--- config.mk ---
export PLATFORM = sky130hd
export DESIGN_NAME = fuse_lock_ctrl
export DESIGN_NICKNAME = d
export VERILOG_FILES = /design/src/rtl/fuse_lock_ctrl.sv
export SDC_FILE = /design/constraint.sdc
export NUM_CORES = 1
export LEC_CHECK = 0
export BUFFER_PORTS_ARGS = -buffer_cell sky130_fd_sc_hd__buf_2
export CORE_MARGIN = 10
export CORE_UTILIZATION = 46
export DETAILED_ROUTE_END_ITERATION = 10
export GPL_TIMING_DRIVEN = 0
export PLACE_DENSITY = 0.77
export SYNTH_ARGS = -nofsm -noshare
export SYNTH_HDL_FRONTEND = slang
export SYNTH_SLANG_ARGS = --single-unit
export TNS_END_PERCENT = 1
--- constraint.sdc ---
create_clock -name clk -period 1.51 [get_ports clk]
set_clock_uncertainty 0.2 [all_clocks]
set_input_delay 0.151 -clock clk [delete_from_list [all_inputs] [get_ports clk]]
set_output_delay 0.151 -clock clk [all_outputs]
set_load 0.01 [all_outputs]
--- src/rtl/fuse_lock_ctrl.sv ---
module fuse_lock_ctrl #(
  parameter logic [7:0] EXT_DEF   = 8'hFF,
  parameter logic [7:0] HIGH_DEF  = 8'h99,
  parameter logic [7:0] LOW_DEF   = 8'h62,
  parameter int         EESAVE_BIT = 3,
  parameter int         GUARD_BIT  = 0,
  parameter int         BOOT_LO    = 4
) (
  input  logic       clk,
  input  logic       rst_n,
  input  logic       prog_mode,
  input  logic       fuse_wr,
  input  logic [1:0] fuse_sel,
  input  logic [7:0] fuse_wdata,
  input  logic       lock_wr,
  input  logic [7:0] lock_wdata,
  input  logic       chip_erase,
  input  logic       ivec_in_app,
  input  logic       exec_in_boot,
  output logic [7:0] act_ext,
  output logic [7:0] act_high,
  output logic [7:0] act_low,
  output logic [7:0] lock_bits,
  output logic       boot_wr_deny,
  output logic       app_rd_deny,
  output logic       irq_mask
);
  localparam int BOOT_HI = BOOT_LO + 1;

  logic [7:0] nv_ext, nv_high, nv_low, lock_q;
  logic       prog_q, pend;

  wire wr_ok   = fuse_wr & lock_q[GUARD_BIT];
  wire wr_low  = wr_ok & (fuse_sel == 2'd0);
  wire wr_high = wr_ok & (fuse_sel == 2'd1);
  wire wr_ext  = wr_ok & (fuse_sel == 2'd2);
  wire load    = pend | (prog_mode & ~prog_q);

  always_ff @(posedge clk or negedge rst_n) begin
    if (!rst_n) begin
      nv_ext   <= EXT_DEF;
      nv_high  <= HIGH_DEF;
      nv_low   <= LOW_DEF;
      lock_q   <= 8'hFF;
      act_ext  <= 8'hFF;
      act_high <= 8'hFF;
      act_low  <= 8'hFF;
      prog_q   <= 1'b0;
      pend     <= 1'b1;
    end else begin
      prog_q <= prog_mode;
      pend   <= 1'b0;
      if (load) begin
        act_ext  <= nv_ext;
        act_high <= nv_high;
        act_low  <= nv_low;
      end
      if (wr_high) act_high[EESAVE_BIT] <= fuse_wdata[EESAVE_BIT];
      if (wr_low)  nv_low  <= fuse_wdata;
      if (wr_high) nv_high <= fuse_wdata;
      if (wr_ext)  nv_ext  <= fuse_wdata;
      if (chip_erase)   lock_q <= 8'hFF;
      else if (lock_wr) lock_q <= lock_q & lock_wdata;
    end
  end

  assign lock_bits    = lock_q;
  assign boot_wr_deny = ~lock_q[BOOT_LO];
  assign app_rd_deny  = ~lock_q[BOOT_HI];
  assign irq_mask     = app_rd_deny & ivec_in_app & exec_in_boot;


  guarded_write_chk: assert property (@(posedge clk) disable iff (!rst_n)
    (fuse_wr && !lock_q[GUARD_BIT]) |=> ($stable(nv_ext) && $stable(nv_high) && $stable(nv_low)));


  erase_chk: assert property (@(posedge clk) disable iff (!rst_n)
    chip_erase |=> (lock_bits == 8'hFF && $stable(nv_ext) && $stable(nv_high) && $stable(nv_low)));


  lock_monotone_chk: assert property (@(posedge clk) disable iff (!rst_n)
    !chip_erase |=> ((lock_bits & ~$past(lock_bits)) == 8'h00));


  hold_active_chk: assert property (@(posedge clk) disable iff (!rst_n)
    (!pend && !(prog_mode && !prog_q) && !wr_high) |=> ($stable(act_ext) && $stable(act_high) && $stable(act_low)));


  eesave_chk: assert property (@(posedge clk) disable iff (!rst_n)
    wr_high |=> (act_high[EESAVE_BIT] == $past(fuse_wdata[EESAVE_BIT])));


  irq_mask_chk: assert property (@(posedge clk) disable iff (!rst_n)
    irq_mask |-> (app_rd_deny && exec_in_boot));
endmodule

==> metrics.md, run 1 <==
| Metric | Value |
|---|---|
| Util after Layout | 0.6675 |
| Dpl hpwl | 3309 um |
| Synth cell types | 21 |
| Initial antenna violation count | 0 |
| Layout cell share with drive strength beyond 1 | 0.7764 |
| Setup crit start kind | flop |
| Maximum vdd drop | 0.001291 V |
| Synth cell count leaders | dfstp_2, mux2_2, dfrtp_1, nand2b_1, a21o_1 |
| Die Area | 0.008210 mm2 |
| Largest net degree at the start of global routing | 59 |
| IO Pins | 61 |
| Slew Limit Fails | 0 |
| Post-Syn Area | 0.002293 mm2 |
| CTS Sinks | 58 |
| Switching Power | 0.001141 W |
| Final GP Congestion | 0.7362 |
| Max-slew headroom | 0.2191 |
| Pwr Density | 1500 mW/mm2 |
| Yosys warnings | 0 |
| CTS tree | done |
| Vias per std cell | 4.826 |
| Worst Max-Slew Pin Slew | 1.171 ns |
| Sequential share of the synthesized area | 0.6590 |
| Compound-Gate Fraction of Synth Area | 0.03492 |
| First-pass GRT wire length | 8894 um |
| Worst skew pair latency | 0.33 ns |
| IO buf count | 59 |
| Root Driver | clkbuf_8 |
| Site Rows | 25 |
| Number of buffers created by CTS | 9 |
| Worst EP arrival | 1.62 ns |
| Number of remaining DRC errors | 0 |
| DR iter-0 viols | 31 |
| R2r startpoint | lock_bits[0] |
| Post-Route WL | 5213 um |
| Area grow syn2layout | 39.28% |
| Final min period | 1.617 ns |
| Die width | 90.61 um |
| Mux contribution to synthesized area | 0.2308 |
| Net switching fraction of the power | 0.2382 |
| Yosys reg bits | 58 |
| CP endpoint kind | flop |
| H-tree Lvls | 3 |
| Count leader, synth | dfstp_2 |
| Worst r2r dst | nv_low[0] |
| Fraction of post-synthesis cell area in the top cell type by area | 0.5499 |
| Clock buffer depth | 2 |
| Synth Net Count | 165 |
| Fin. Hold Viols | 10 |
| Reg2Reg Setup Slack | -0.11 ns |
| Die Y | 90.61 um |
| Setup violators final | 46 |
| Drt wl/cell | 17.15 um |
| Simple-gate share of the synthesized area | 0.05728 |
| Crit path max fanout | 4 |
| N_diodes | 0 |
| # nets final | 258 |
| Logic gate share of total power | 0.184 |
| Gr usage total | 0.1363 |
| Outcome | finished, violations left |
| Max Clk Rate | 0.6182 GHz |
| Setup TNS | -1.540 ns |
| Worst-path cell chain | nand2_2 > nor3_4 > buf_6 > mux2_4 |
| Violated checks | hold timing, setup timing |
| Post-route cell area | 0.003194 mm2 |
| CP required | 1.52 ns |
| Yosys top cell by area | dfstp_2 |
| R2R cell count | 4 |
| Overflow left after global routing | 0 |
| Routed Antenna Nets | 0 |
| Mapped Cells | 139 |
| Synth Area in XOR/XNOR | 0 |
| Leak pwr | 1.421 nW |
| Setup ws final | -0.1075 ns |
| Ys flop type | dfstp_2 |
| Top cells by area, synth | dfstp_2, mux2_2, dfrtp_1 |
| Via count of the first global-routing pass | 1696 |
| Slowest-stage cell, CP | dfstp_2 |
| Pint | 0.003651 W |
| Placed Area | 0.002673 mm2 |
| Vias | 1467 |
| Worst hold slack | -0.1348 ns |
| Asr flop ratio synth | 1.000 |
| Clk network pwr share | 0.343 |
| Maxcap violations | 0 |
| Core ar. | 0.004786 mm2 |
| Hold Buf Count CTS | 19 |
| Fillers | 344 |
| Area share of fa/ha/maj cells after synthesis | 0 |
| WS Path Type | reg -> reg |
| Unrepaired setup endpoints after global routing | yes |
| Pre-CTS WS | -0.2708 ns |
| Slowest stage delay, CP | 0.58 ns |
| Initial Util | 0.4792 |
| Hold Crit Class | in -> async |
| Sequential Power Share | 0.472 |
| Post-synth EDFFs | 0 |
| Final cycle utilization of the critical path | 1.071 |
| Synth Area per Inst | 16.50 um2 |
| Clock-pin transition on the worst setup and hold timing paths | 0.06 ns |
| Largest family of logic cells by synthesized area | multiplexers |
| Drt pass-1 iters | 4 |
==> worst max path at each step <==
stage,start,to,cells past startpoint,slack (ns)
after detailed placement,lock_bits[0],nv_low[3],3,-0.27
after global placement,lock_bits[0],nv_low[7],3,-0.26
after floorplan,lock_bits[0],nv_low[0],3,-0.1
after CTS,lock_bits[0],nv_low[0],4,-0.1
final,lock_bits[0],nv_low[0],4,-0.11
after global routing,lock_bits[0],nv_low[0],4,-0.15
==> stage by stage <==
| step | hold slack, ns | total power (W) | cells |
|---|---|---|---|
| detailed placement | 0.07539 | 0.003091 | 265 |
| global placement | 0.07378 | 0.003050 | 265 |
| floorplan | -0.3446 | 0.002718 | 139 |
| global route | -0.05422 | 0.005049 | 304 |
| finish | -0.1348 | 0.004792 | 304 |
| CTS | -0.09939 | 0.004844 | 304 |
==> cell usage in the layout, fill, tap and decap left out, drive strengths merged <==
master	netlist	routed
buf	2	65
dfstp	48	48
mux2	47	47
dlygate4sd3	0	19
clkbuf	1	13
dfrtp	10	10
nand2b	8	8
a21o	8	8
inv	3	3
bufinv	0	2
nand4b	2	2
nor2	2	2
and3	1	1
nand2	1	1
nor3	1	1
and2b	1	1
o21ai	1	1
o31a	1	1
a21oi	1	1
clkinvlp	0	1
clkinv	0	1
conb	1	1
==> power by group through the flow <==
| stage | sequential [W] | combinational, W | clock, W |
|---|---|---|---|
| after floorplan | 0.00235 | 0.000370 | 0 |
| after global placement | 0.00226 | 0.000788 | 0 |
| after detailed placement | 0.00228 | 0.000811 | 0 |
| after CTS | 0.00226 | 0.000893 | 0.00169 |
| after global routing | 0.00231 | 0.000974 | 0.00177 |
| final | 0.00226 | 0.000884 | 0.00165 |
==> what timing repair did <==
item	4_1_cts	5_1_grt
buffers inserted	4	0
pin swaps	2	1
endpoints found under the setup margin	46	47
hold endpoints to repair	44	10
resized for setup	11	4
==> cells by family (layout without fill, tap and decap cells) <==
| kind of cell | count (synthesis) | in the layout |
|---|---|---|
| mux | 47 | 47 |
| buf+inv | 6 | 104 |
| flops | 58 | 58 |
| simple gates | 16 | 16 |
| compound gates | 11 | 11 |
| other cells | 1 | 1 |
==> worst max-delay path, delay by kind of cell, from the launching register on <==
family / cells / cell delay [ns]
buf+inv: 1 / 0.17
flops: 1 / 0.58
mux: 1 / 0.30
simple gates: 2 / 0.24
==> cell type report <==
| type | instances | area [um2] | share of cell area |
|---|---|---|---|
| Sequential cell | 58 | 1511 | 0.4732 |
| Multi-Input combinational cell | 75 | 788.3 | 0.2468 |
| Timing Repair Buffer | 82 | 535.5 | 0.1676 |
| Clock buffer | 12 | 165.2 | 0.05170 |
| Tap cell | 67 | 83.83 | 0.02624 |
| Clock inverter | 4 | 72.57 | 0.02272 |
| Buffer | 3 | 26.28 | 0.008226 |
| Inverter | 3 | 11.26 | 0.003525 |
==> per-layer routing <==
metal	routed length, um	GRT usage
met1	2175	0.1533
met2	2609	0.2181
met3	363	0.05320
met4	65	0.07162
met5	0	0
==> state kept, by name, summed over array words and instances, names as in the netlist <==
signal and flops:
act_ext 8, act_high 8, act_low 8, lock_bits 8, nv_ext 8, nv_high 8, nv_low 8, pend 1
prog_q 1
No activity file was read; power rests on OpenSTA's default activity.
==> inputs of run 2 (changes only) <==
--- a/config.mk
+++ b/config.mk
@@ -11,6 +11,7 @@
 export DETAILED_ROUTE_END_ITERATION = 10
 export GPL_TIMING_DRIVEN = 0
 export PLACE_DENSITY = 0.77
+export SKIP_CTS_REPAIR_TIMING = 1
 export SYNTH_ARGS = -nofsm -noshare
 export SYNTH_HDL_FRONTEND = slang
 export SYNTH_SLANG_ARGS = --single-unit
==> run 2 against run 1 <==
Compared with the run above: the run still ends with hold timing, setup timing left; worst setup slack worse by 0.022 ns; clock-buffer cell count did not move; clock power is essentially flat; global-route usage is 1.6 points lower; critical path type unchanged; largest cell class unchanged; highest routed layer unchanged.
==> metrics.md, run 2 (same netlist as run 1, synthesis figures left out) <==
| Metric | Value |
|---|---|
| Crit path max fanout | 8 |
| Setup crit start kind | flop |
| Worst skew pair latency | 0.33 ns |
| Final GP Congestion | 0.7362 |
| Pwr Density | 1501 mW/mm2 |
| CTS tree | done |
| DR iter-0 viols | 38 |
| Final cycle utilization of the critical path | 1.086 |
| Root Driver | clkbuf_8 |
| Setup ws final | -0.1296 ns |
| CTS Sinks | 58 |
| Setup TNS | -1.986 ns |
| Dpl hpwl | 3309 um |
| Number of remaining DRC errors | 0 |
| IO buf count | 59 |
| Clock buffer depth | 2 |
| Pre-CTS WS | -0.2708 ns |
| Maxcap violations | 0 |
| Clock-pin transition on the worst setup and hold timing paths | 0.07 ns |
| Die Area | 0.008210 mm2 |
| Violated checks | hold timing, setup timing |
| Site Rows | 25 |
| Multi-input logic area | 780.7 um2 |
| Max-slew headroom | 0.2196 |
| R2r startpoint | lock_bits[0] |
| Slew Limit Fails | 0 |
| # nets final | 258 |
| Gr usage total | 0.1202 |
| Crit path from | lock_bits[0] |
| Max Clk Rate | 0.6099 GHz |
| Fin. Hold Viols | 10 |
| Post-route cell area | 0.003188 mm2 |
| Area grow syn2layout | 39.01% |
| Most common cell after layout, fill and taps aside | buf_2 |
| Maximum vdd drop | 0.001294 V |
| Routed Antenna Nets | 0 |
| Core ar. | 0.004786 mm2 |
| Fillers | 336 |
| Outcome | finished, violations left |
| Via count of the first global-routing pass | 1542 |
| Vias per std cell | 4.826 |
| WS Path Type | reg -> reg |
| CP endpoint kind | flop |
| Drt wl/cell | 16.94 um |
| R2R cell count | 4 |
| Overflow left after global routing | 0 |
| CP required | 1.52 ns |
| Vias | 1467 |
| Post-Route WL | 5151 um |
| Largest net degree at the start of global routing | 59 |
| Die width | 90.61 um |
| Die Y | 90.61 um |
| Leak pwr | 1.414 nW |
| Hold Crit Class | in -> async |
| Most frequent cells in the layout | buf_2, dfstp_2, mux2_2, dlygate4sd3_1, clkbuf_8 |
| Initial Util | 0.4792 |
| Worst EP arrival | 1.65 ns |
| Drt pass-1 iters | 3 |
| Unrepaired setup endpoints after global routing | yes |
| Final min period | 1.640 ns |
| Worst Max-Slew Pin Slew | 1.171 ns |
| IO Pins | 61 |
| H-tree Lvls | 3 |
| Layout cell share with drive strength beyond 1 | 0.7764 |
| Worst hold slack | -0.1364 ns |
| Placed Area | 0.002673 mm2 |
| Setup violators final | 47 |
| Reg area | 0.001511 mm2 |
| Initial antenna violation count | 0 |
| Number of buffers created by CTS | 9 |
| N_diodes | 0 |
| First-pass GRT wire length | 7803 um |
| Util after Layout | 0.6661 |
run 2: where the power goes:
| part | internal [W] | leakage (nW) | switching [W] |
|---|---|---|---|
| Sequential | 0.00209 | 0.623 | 0.000170 |
| Clock | 0.00106 | 0.119 | 0.000588 |
| Combinational | 0.000493 | 0.672 | 0.000384 |
| Total | 0.00364 | 1.41 | 0.00114 |
run 2: routing by layer:
metal  up-vias  share of wire  GRT usage
met5         -              0          0
met2        51           0.49     0.1845
li1        671              -          -
met3         9          0.069    0.05403
met1       736           0.43     0.1342
met4         0          0.017    0.07162
run 2: critical path, stage by stage, from the launching register on:
cell and delay (ns):
dfstp_2 0.58, nand2_2 0.07, nor3_4 0.20, buf_12 0.16
mux2_4 0.30
run 2: area by class of cell:
type                    count  share of cell area
well taps                  67             0.02630
clock buffers              12             0.05181
multi-input cells          75              0.2449
clock inverters             4             0.02276
plain buffers               3            0.008242
repair buffers             82              0.1684
inverters                   3            0.003532
flip-flops and latches     58              0.4741
run 2: path summary, 6_finish.rpt:
| kind | slack (ns) | end |
|---|---|---|
| min in group clk | 0.14 | act_high[3] |
| setup reg to reg | -0.13 | nv_low[0] |
| hold reg to reg | 0.29 | act_low[7] |
| hold / removal | -0.14 | nv_low[4] |
| setup / recovery | -0.13 | nv_low[0] |
| max in group asynchronous | 0.54 | nv_high[1] |
run 2: stage by stage:
stage,hold slack (ns),total power [W],cells
floorplan,-0.3446,0.002718,139
global placement,0.07378,0.003050,265
detailed placement,0.07539,0.003091,265
CTS,-0.2767,0.004766,281
global route,-0.05417,0.005038,304
finish,-0.1364,0.004787,304
